File: src/rtl/tri_dec_pkg.sv
// Package: shared constants for the triple-row wordline decoder.
// Assumes the row count is a multiple of the bank count.
package tri_dec_pkg;
    // Number of interleaved banks; one per residue of the row index modulo 3.
    localparam int unsigned BANKS = 3;
endpackage

File: src/rtl/tri_addr_xlat.sv
// Module: address translator.
// Splits the row address into a residue and a quotient by the bank count.
// For each bank it works out whether the bank takes part and which local row
// it drives. Pure logic, so it adds no cycle of delay.
// Assumes ROWS is a multiple of BANKS and that AW bits can hold ROWS-1.
module tri_addr_xlat
    import tri_dec_pkg::*;
#(
    parameter int unsigned ROWS = 24,
    parameter int unsigned AW   = $clog2(ROWS),
    parameter int unsigned LAW  = 3
) (
    input  logic [AW-1:0]  row_addr,
    input  logic           maj_mode,
    output logic [BANKS-1:0] bank_act,
    output logic [LAW-1:0] bank_idx [BANKS],
    output logic           range_err
);
    logic [AW-1:0] quot;
    logic [AW-1:0] resid;
    logic          past_end;
    logic          group_spill;

    // Split the address into a quotient and a residue by the bank count.
    always_comb begin
        quot  = row_addr / AW'(BANKS);
        resid = row_addr % AW'(BANKS);
    end

    // Flag requests that fall outside the array.
    always_comb begin
        past_end    = ({1'b0, row_addr} >= (AW+1)'(ROWS));
        group_spill = maj_mode && ({1'b0, row_addr} > (AW+1)'(ROWS - BANKS));
        range_err   = past_end || group_spill;
    end

    // Per bank: whether it takes part, and its local row. In a group, a bank
    // below the starting residue serves the row in the next block of three.
    for (genvar k = 0; k < BANKS; k++) begin : g_bank
        always_comb begin
            bank_act[k] = !range_err && (maj_mode || (resid == AW'(k)));
            if (maj_mode && (AW'(k) < resid))
                bank_idx[k] = LAW'(quot + AW'(1));
            else
                bank_idx[k] = LAW'(quot);
        end
    end
endmodule

File: src/rtl/tri_bank_dec.sv
// Module: single-row decoder for one bank.
// Raises at most one local select, the one named by local_idx. It does so
// only when fire is high. Assumes local_idx < LROWS whenever fire is high.
module tri_bank_dec #(
    parameter int unsigned LROWS = 8,
    parameter int unsigned LAW   = 3
) (
    input  logic [LAW-1:0]   local_idx,
    input  logic             fire,
    output logic [LROWS-1:0] local_wl
);
    // One-hot decode of the local row, gated by fire.
    always_comb begin
        for (int j = 0; j < LROWS; j++)
            local_wl[j] = fire && (local_idx == LAW'(j));
    end
endmodule

File: src/rtl/tri_row_decoder.sv
// Module: triple-row wordline decoder (top).
// Three interleaved bank decoders: row i belongs to bank i mod 3, as local
// row i / 3. The translator picks the banks and their local rows. Wordlines
// are gated by enable and phase. Pure logic, no clock.
// Assumes ROWS is a multiple of 3 and at least 3.
module tri_row_decoder
    import tri_dec_pkg::*;
#(
    parameter int unsigned ROWS = 24,
    parameter int unsigned AW   = $clog2(ROWS)
) (
    input  logic [AW-1:0]   row_addr,
    input  logic            maj_mode,
    input  logic            enable,
    input  logic            phase,
    output logic [ROWS-1:0] wordline,
    output logic            range_err
);
    localparam int unsigned LROWS = ROWS / BANKS;
    localparam int unsigned LAW   = (LROWS > 1) ? $clog2(LROWS) : 1;

    logic [BANKS-1:0] bank_act;
    logic [LAW-1:0]   bank_idx [BANKS];
    logic [LROWS-1:0] bank_wl  [BANKS];
    logic             strobe;

    // Wordline timing window: enable and phase both high.
    always_comb strobe = enable && phase;

    tri_addr_xlat #(.ROWS(ROWS), .AW(AW), .LAW(LAW)) u_xlat (
        .row_addr (row_addr),
        .maj_mode (maj_mode),
        .bank_act (bank_act),
        .bank_idx (bank_idx),
        .range_err(range_err)
    );

    for (genvar k = 0; k < BANKS; k++) begin : g_bank
        tri_bank_dec #(.LROWS(LROWS), .LAW(LAW)) u_dec (
            .local_idx(bank_idx[k]),
            .fire     (strobe && bank_act[k]),
            .local_wl (bank_wl[k])
        );
        // Interleave: local row j of bank k drives global row 3*j+k.
        for (genvar j = 0; j < LROWS; j++) begin : g_row
            assign wordline[BANKS*j + k] = bank_wl[k][j];
        end
    end

    // Checks on the assembled wordline vector against the port inputs.
    always_comb begin
        if (!strobe)
            p_gated_off_r3: assert (wordline == '0)
                else $error("wordline high outside the enable/phase window");
        if (range_err)
            p_oor_quiet_r4: assert (wordline == '0)
                else $error("wordline high with range error");
        if ({1'b0, row_addr} >= (AW+1)'(ROWS))
            p_past_end_r5: assert (range_err)
                else $error("address beyond array not flagged");
        if (strobe && !maj_mode && !range_err)
            p_single_row_r1: assert ($countones(wordline) == 1 &&
                                     (wordline & (ROWS'(1) << row_addr)) != '0)
                else $error("normal access did not select exactly the addressed row");
        if (strobe && maj_mode && !range_err)
            p_triple_row_r2: assert ($countones(wordline) == 3 &&
                                     (wordline & (ROWS'(7) << row_addr)) == (ROWS'(7) << row_addr))
                else $error("majority access did not select the three rows");
    end
endmodule

File: config.mk
export PLATFORM = sky130hd
export DESIGN_NAME = tri_row_decoder
export DESIGN_NICKNAME = d
export VERILOG_FILES = /design/src/rtl/tri_dec_pkg.sv /design/src/rtl/tri_addr_xlat.sv /design/src/rtl/tri_bank_dec.sv /design/src/rtl/tri_row_decoder.sv
export SDC_FILE = /design/constraint.sdc
export NUM_CORES = 1
export LEC_CHECK = 0
export ABC_CLOCK_PERIOD_IN_PS = 4000
export CELL_PAD_IN_SITES_DETAIL_PLACEMENT = 0
export CELL_PAD_IN_SITES_GLOBAL_PLACEMENT = 1
export CORE_MARGIN = 2
export CORE_UTILIZATION = 47
export DETAILED_ROUTE_END_ITERATION = 16
export DONT_BUFFER_PORTS = 1
export GPL_TIMING_DRIVEN = 0
export PLACE_DENSITY = 0.85
export SLEW_MARGIN = 15
export SYNTH_ARGS = -nofsm -noshare
export SYNTH_HDL_FRONTEND = slang
export SYNTH_SLANG_ARGS = --single-unit
File: constraint.sdc
create_clock -name vclk -period 4
set_clock_uncertainty 0.15 [all_clocks]
set_input_delay 0.2 -clock vclk [all_inputs]
set_output_delay 0.2 -clock vclk [all_outputs]
set_load 0.01 [all_outputs]
==> results.tsv, run 1 <==
metric	value	unit
outcome	completed	
initial drt markers	55	
combinational share of power	1.000	
Reg power frac	0	
First-pass DRT Iterations	4	
critical path type	primary input to output pin	
starting density of the core	0.5017	
pwr dens	176.5	nW/um^2
end of the critical path	wordline[6]	
largest net degree at the start of global routing	11	
final setup vio count	0	
YS warnings	0	
non-filler cells, final	197	
FF/Latch Area	0	sq um
worst vdd rail ir drop	0.08447	mV
fin worst setup slack	0.2396	ns
Crit path required time	3.65	ns
Net Count, Synth	180	
IO Port Bufs	0	
Hold WS	0.5217	ns
count of cell types in the netlist	49	
die area	2766	sq um
Die Y	52.60	microns
vias per cell	7.117	
critical-path cell list	buf_2, buf_2, nor2_1, a21oi_1, ha_1, or4b_1, a21oi_2, a221oi_4, nor2_4, inv_1, ha_2, nor2b_1, and2_1, a31oi_2, a22oi_2	
critical path fanouts, max	10	
Die W	52.60	microns
area grow syn2layout	13.75	%
sequential cell count	0	
most used cell, CP	buf_2	
nets	182	
IO Pins	33	
CP max-delay cell	or4b_1	
fraction of layout cells with a size suffix above 1	0.2071	
Rows	17	
Placed Cells	197	
min Tclk post-route	3.760	ns
most common cell after layout, fill and taps aside	nor2_1	
Int Pwr	75.17	uW
max-cap viol count	0	
DR vias	1402	
Critical Path End Type	output pin	
CP peak stage delay	0.51	ns
Tot GR Track Use	0.2432	
Core ar.	2212	sq um
Sw Ratio	0.6626	
vias in the first global route	1145	
initial antenna violation count	0	
Worst Tran Pin Value	0.6507	ns
RePlAce Congestion	0.9002	
Total Power	222.8	uW
clock buffer count	0	
slew margin rel.	0.5643	
final setup TNS	0	ns
gr ovfl total	0	
final core occ	0.5707	
final hold vios	0	
Critical path origin	row_addr[3]	
Fmax	0.2659	GHz
WL per Instance	17.11	microns
Tcrit/Tclk final	0.9401	
final wirelength	3.370	mm
Setup WS pre-CTS	-0.3740	ns
Mapped Cells	169	
Psw	147.6	uW
Detail Placement HPWL	2.581	mm
Detail Route Antenna Nets	0	
Diodes inserted	0	
min-delay worst type	primary input to output pin	
Worst EP arrival	3.41	ns
Remaining DRCs	0	
most frequent cells in the layout	nor2_1, nand3_1, a22oi_2, o211ai_1, a22oi_1	
sequential fraction of the synthesis area	0	
Pleak	0.3674	nW
Synth Cell Area	1110	sq um
fin area	1262	sq um
startpoint types	primary input	
Clk pwr share	0	
synthesized area per cell	6.567	sq um
first-pass GRT wire length	5.347	mm
Pins Over Slew Limit	0	
Placed Area	1145	sq um
cell families (layout without fill, tap and decap cells):
kind of cell,Yosys count,after routing,synth area share
buffers and inverters,20,20,0.07440
adders and majority gates,3,3,0.03383
xor gates and xnor gates,4,4,0.03834
AOI/OAI and AO/OA,83,83,0.5592
and+or+nand+nor,58,58,0.2852
muxes,1,1,0.009020
worst max-delay path: cells and delay by family:
| family | cells | cell delay, ns |
|---|---|---|
| adders and majority gates | 2 | 0.57 |
| buffers and inverters | 3 | 0.57 |
| and+or+nand+nor | 5 | 1.23 |
| AOI/OAI and AO/OA | 5 | 0.84 |
layout make-up:
cell class / count / area [sq um]
plain buffers: 9 / 42.54
fillers: 226 / 949.7
inverters: 9 / 33.78
multi-input cells: 149 / 1136
well taps: 28 / 35.03
repair buffers: 2 / 15.01
routing by layer:
metal / wire length (microns) / part of all wire / track usage
met1: 1647 / 0.49 / 0.3912
met2: 1492 / 0.44 / 0.3667
met4: 19 / 0.0056 / 0.008547
met5: 0 / 0 / 0
met3: 211 / 0.063 / 0.01143
worst min path at each step:
stage | from | endpoint | slack (ns) | cells past startpoint
floorplan | maj_mode | range_err | 0.47 | 2
global placement | maj_mode | range_err | 0.49 | 2
detailed placement | maj_mode | range_err | 0.52 | 2
CTS | maj_mode | range_err | 0.52 | 2
global route | maj_mode | range_err | 0.56 | 2
finish | maj_mode | range_err | 0.52 | 2
cell usage after synthesis (4+ instances only):
library cell | number | area [sq um]
clkbuf_1 | 6 | 22.52
a21oi_1 | 9 | 45.04
nor2_1 | 19 | 71.32
a22oi_1 | 22 | 165.2
o21ai_0 | 6 | 30.03
o211ai_1 | 10 | 75.07
o2111ai_1 | 7 | 61.31
nand3_1 | 13 | 65.06
inv_1 | 9 | 33.78
nand2_1 | 5 | 18.77
o21a_1 | 4 | 30.03
timing repair:
action / 4_1_cts / 5_1_grt
gates resized for setup: 5 / 17
pin swaps: 0 / 1
hold buffers: 0 / 0
endpoints found under the hold margin: 0 / 0
setup buffers: 0 / 2
setup endpoints to repair: 24 / 24
power groups by stage:
stage	clock, mW	combinational [mW]	sequential [mW]
2_1_floorplan	0	0.159	0
3_3_place_gp	0	0.190	0
3_5_place_dp	0	0.195	0
4_1_cts	0	0.201	0
5_1_grt	0	0.244	0
6_report	0	0.223	0
(Power assumes the default switching activity.)
==> run 2, diff against run 1 <==
--- a/config.mk
+++ b/config.mk
@@ -9,11 +9,11 @@
 export CELL_PAD_IN_SITES_DETAIL_PLACEMENT = 0
 export CELL_PAD_IN_SITES_GLOBAL_PLACEMENT = 1
 export CORE_MARGIN = 2
-export CORE_UTILIZATION = 47
+export CORE_UTILIZATION = 45
 export DETAILED_ROUTE_END_ITERATION = 16
 export DONT_BUFFER_PORTS = 1
 export GPL_TIMING_DRIVEN = 0
-export PLACE_DENSITY = 0.85
+export PLACE_DENSITY = 0.82
 export SLEW_MARGIN = 15
 export SYNTH_ARGS = -nofsm -noshare
 export SYNTH_HDL_FRONTEND = slang
==> results.tsv, run 2 (synthesis gave the netlist of run 1 again) <==
metric	value	unit
Psw	154.6	uW
DR vias	1430	
slew margin rel.	0.4992	
Placed Cells	197	
final setup vio count	0	
final setup TNS	0	ns
final wirelength	3.842	mm
WL met3	167	microns
Sw Ratio	0.6762	
Crit path required time	3.65	ns
non-filler cells, final	196	
Detail Route Antenna Nets	0	
vias in the first global route	1209	
fill count	231	
routed wl met2	1.832	mm
Pleak	0.3637	nW
RePlAce Congestion	0.9124	
critical path type	primary input to output pin	
Die Y	53.66	microns
first-pass GRT wire length	5.975	mm
clock buffer count	0	
most frequent cells in the layout	nor2_1, nand3_1, a22oi_2, o211ai_1, a22oi_1	
CP Buf/Inv Count	3	
Core ar.	2276	sq um
die area	2879	sq um
IO Port Bufs	0	
sequential cell count	0	
min Tclk post-route	3.796	ns
Int Pwr	74.04	uW
area occupied by multi-input gates	1152	sq um
First-pass DRT Iterations	4	
Pins Over Slew Limit	0	
Top Metal Used	met3	
WL per Instance	19.60	microns
vias per cell	7.296	
FF/Latch Area	0	sq um
CP peak stage delay	0.50	ns
nets	181	
WL met1	1.842	mm
max-cap viol count	0	
Tcrit/Tclk final	0.9490	
final hold vios	0	
combinational share of power	1.000	
Hold WS	0.5228	ns
area grow syn2layout	14.54	%
Tot GR Track Use	0.2733	
largest net degree at the start of global routing	11	
starting density of the core	0.4876	
pwr dens	179.9	nW/um^2
Diodes inserted	0	
worst vdd rail ir drop	0.1333	mV
hold path depth	2	
startpoint types	primary input	
CP max-delay cell	or4b_1	
Fmax	0.2634	GHz
initial drt markers	60	
RSZ-0062 raised after global routing	true	
Hold EP	range_err	
Worst EP arrival	3.45	ns
Reg power frac	0	
Crit path max-delay family	compound AO/OA/AOI/OAI gates	
critical-path cell list	buf_2, buf_2, nor2_1, a21oi_1, ha_1, or4b_1, a21oi_2, a221oi_4, nor2_4, inv_1, ha_2, nor2b_2, a21o_1, o311ai_4, a22oi_2	
critical path fanouts, max	10	
Worst Tran Pin Value	0.7479	ns
min-delay worst type	primary input to output pin	
Detail Placement HPWL	2.825	mm
most used cell, CP	buf_2	
Die W	53.66	microns
Remaining DRCs	0	
outcome	completed	
gr ovfl total	0	
Critical Path End Type	output pin	
most common cell after layout, fill and taps aside	nor2_1	
Clk pwr share	0	
initial antenna violation count	0	
fraction of layout cells with a size suffix above 1	0.2024	
IO Pins	33	
Min-Delay Startpoint	maj_mode	
Rows	17	
==> run 2: power by group through the flow <==
stage	Clock, mW	Combinational [mW]	Sequential, mW
floorplan	0	0.159	0
detailed placement	0	0.197	0
global placement	0	0.190	0
finish	0	0.229	0
global route	0	0.251	0
CTS	0	0.208	0
==> run 2: per-stage QoR <==
stage	instance area [sq um]	util	worst slack (ns)	total power [mW]
3_3_place_gp	1145	0.5030	-0.3332	0.1904
6_report	1271	0.5585	0.2039	0.2287
5_1_grt	1271	0.5585	-0.02100	0.2515
4_1_cts	1190	0.5228	0.02021	0.2084
2_1_floorplan	1110	-	0.2208	0.1589
3_5_place_dp	1145	0.5030	-0.4954	0.1971
==> run 2: worst max-delay path by stage <==
stage,start,end,slack [ns],depth (start not counted)
5_1_grt,row_addr[3],wordline[0],-0.02,15
2_1_floorplan,row_addr[3],wordline[14],0.22,15
6_report,row_addr[3],wordline[7],0.20,15
3_3_place_gp,row_addr[3],wordline[10],-0.33,14
3_5_place_dp,row_addr[3],wordline[4],-0.50,14
4_1_cts,row_addr[3],wordline[4],0.02,16
==> run 2: layer usage <==
layer,vias to the layer above,track usage
met5,-,0
met4,0,0.008547
met3,0,0.01111
met2,50,0.4289
met1,697,0.4272
li1,683,-
==> run 2: final cells by class <==
type / count / area share
timing repair buffer: 1 / 0.005906
buffer: 9 / 0.03346
multi-input combinational: 149 / 0.9065
inverter: 9 / 0.02657
tap: 28 / 0.02756
==> run 2: what timing repair did <==
item | CTS | global route
endpoints found under the setup margin | 24 | 24
pin swaps | 1 | 0
setup buffers | 1 | 0
hold buffers | 0 | 0
gates resized for setup | 7 | 18
cloned | 0 | 0
==> run 3, diff against run 2 <==
--- a/config.mk
+++ b/config.mk
@@ -8,6 +8,7 @@
 export ABC_CLOCK_PERIOD_IN_PS = 4000
 export CELL_PAD_IN_SITES_DETAIL_PLACEMENT = 0
 export CELL_PAD_IN_SITES_GLOBAL_PLACEMENT = 1
+export CORE_ASPECT_RATIO = 0.7
 export CORE_MARGIN = 2
 export CORE_UTILIZATION = 45
 export DETAILED_ROUTE_END_ITERATION = 16
==> results.tsv, run 3 (synthesis gave the netlist of run 1 again) <==
metric	value	unit
fin area	1350	sq um
final hold vios	0	
worst vdd rail ir drop	0.08354	mV
first-pass GRT wire length	5.940	mm
Pleak	0.3734	nW
critical-path cell list	buf_2, clkbuf_4, nor2_1, a21oi_1, ha_1, or4b_1, a21oi_2, a221oi_4, buf_4, or2_2, o21ai_0, a31oi_2, a22oi_2	
critical path type	primary input to output pin	
pwr dens	179.6	nW/um^2
Diodes inserted	0	
IO Port Bufs	0	
FF/Latch Area	0	sq um
final setup vio count	0	
vias per cell	7.275	
Sw Ratio	0.6726	
Fmax	0.2607	GHz
Int Pwr	79.38	uW
Reg power frac	0	
min Tclk post-route	3.836	ns
area grow syn2layout	21.65	%
Crit path required time	3.65	ns
final wirelength	3.964	mm
IO Pins	33	
most frequent cells in the layout	a22oi_2, nor2_1, nand3_1, o211ai_1, inv_1	
Worst EP arrival	3.49	ns
CP peak stage delay	0.51	ns
initial drt markers	87	
Hold EP	range_err	
Rows	15	
DR vias	1484	
CP max-delay cell	or4b_1	
nets	183	
Die Y	45.55	microns
Core ar.	2402	sq um
Critical Path End Type	output pin	
die area	2886	sq um
startpoint types	primary input	
Setup WS pre-CTS	-0.3987	ns
Detail Placement HPWL	2.958	mm
largest net degree at the start of global routing	11	
Detail Route Antenna Nets	0	
CP Buf/Inv Count	3	
clock buffer count	0	
initial antenna violation count	0	
First-pass DRT Iterations	4	
Clk pwr share	0	
vias in the first global route	1254	
most common cell after layout, fill and taps aside	a22oi_2	
max-cap viol count	0	
outcome	completed	
RePlAce Congestion	0.8715	
critical path fanouts, max	10	
Crit path max-delay family	compound AO/OA/AOI/OAI gates	
combinational share of power	1.000	
sequential cell count	0	
Placed Area	1152	sq um
WL per Instance	19.43	microns
Tcrit/Tclk final	0.9591	
fraction of layout cells with a size suffix above 1	0.2882	
Psw	163.1	uW
gr ovfl total	0	
Tot GR Track Use	0.2543	
min-delay worst type	primary input to output pin	
Min-Delay Startpoint	maj_mode	
slew margin rel.	0.5653	
Pins Over Slew Limit	0	
Remaining DRCs	0	
Worst Tran Pin Value	0.6492	ns
hold path depth	2	
starting density of the core	0.4620	
fin worst setup slack	0.1635	ns
Die W	63.36	microns
run 3: area by class of cell:
| type | instances | area [sq um] |
|---|---|---|
| fillers | 254 | 1052 |
| multi-input cells | 149 | 1206 |
| plain buffers | 9 | 45.04 |
| repair buffers | 3 | 22.52 |
| well taps | 34 | 42.54 |
| inverters | 9 | 33.78 |
run 3: per-layer routing:
metal | global-route usage | part of all wire
met1 | 0.3594 | 0.45
met2 | 0.4274 | 0.47
met3 | 0.03960 | 0.077
met4 | 0.02609 | 0.011
met5 | 0 | 0
run 3: power by group through the flow:
stage / registers (mW) / logic, mW / clock network [mW]
after detailed placement: 0 / 0.198 / 0
after global placement: 0 / 0.191 / 0
after global routing: 0 / 0.261 / 0
after CTS: 0 / 0.207 / 0
after floorplan: 0 / 0.159 / 0
final: 0 / 0.242 / 0
run 3: what timing repair did:
| item | CTS | global route |
|---|---|---|
| pin swaps | 0 | 4 |
| setup endpoints to repair | 24 | 24 |
| gates cloned | 0 | 0 |
| hold buffers | 0 | 0 |
| gates resized for setup | 8 | 30 |
| buffers inserted | 0 | 3 |
run 3: through the flow:
| step | power, mW | hold WS (ns) | std cells | TNS (ns) | utilization |
|---|---|---|---|---|---|
| floorplan | 0.1589 | 0.4741 | 169 | 0 | - |
| global placement | 0.1906 | 0.4890 | 203 | -5.079 | 0.4797 |
| detailed placement | 0.1983 | 0.5023 | 203 | -6.813 | 0.4797 |
| CTS | 0.2072 | 0.4993 | 202 | 0 | 0.4943 |
| global route | 0.2613 | 0.5249 | 204 | -0.05961 | 0.5620 |
| finish | 0.2425 | 0.5091 | 204 | 0 | 0.5620 |
run 3: how the worst max path moves through the flow:
stage | startpoint | endpoint | slack, ns | depth (start not counted)
after floorplan | row_addr[3] | wordline[14] | 0.22 | 15
final | row_addr[3] | wordline[15] | 0.16 | 13
after CTS | row_addr[3] | wordline[20] | 0.02 | 15
after global routing | row_addr[3] | wordline[15] | -0.04 | 13
after global placement | row_addr[3] | wordline[8] | -0.27 | 15
after detailed placement | row_addr[3] | wordline[20] | -0.40 | 15
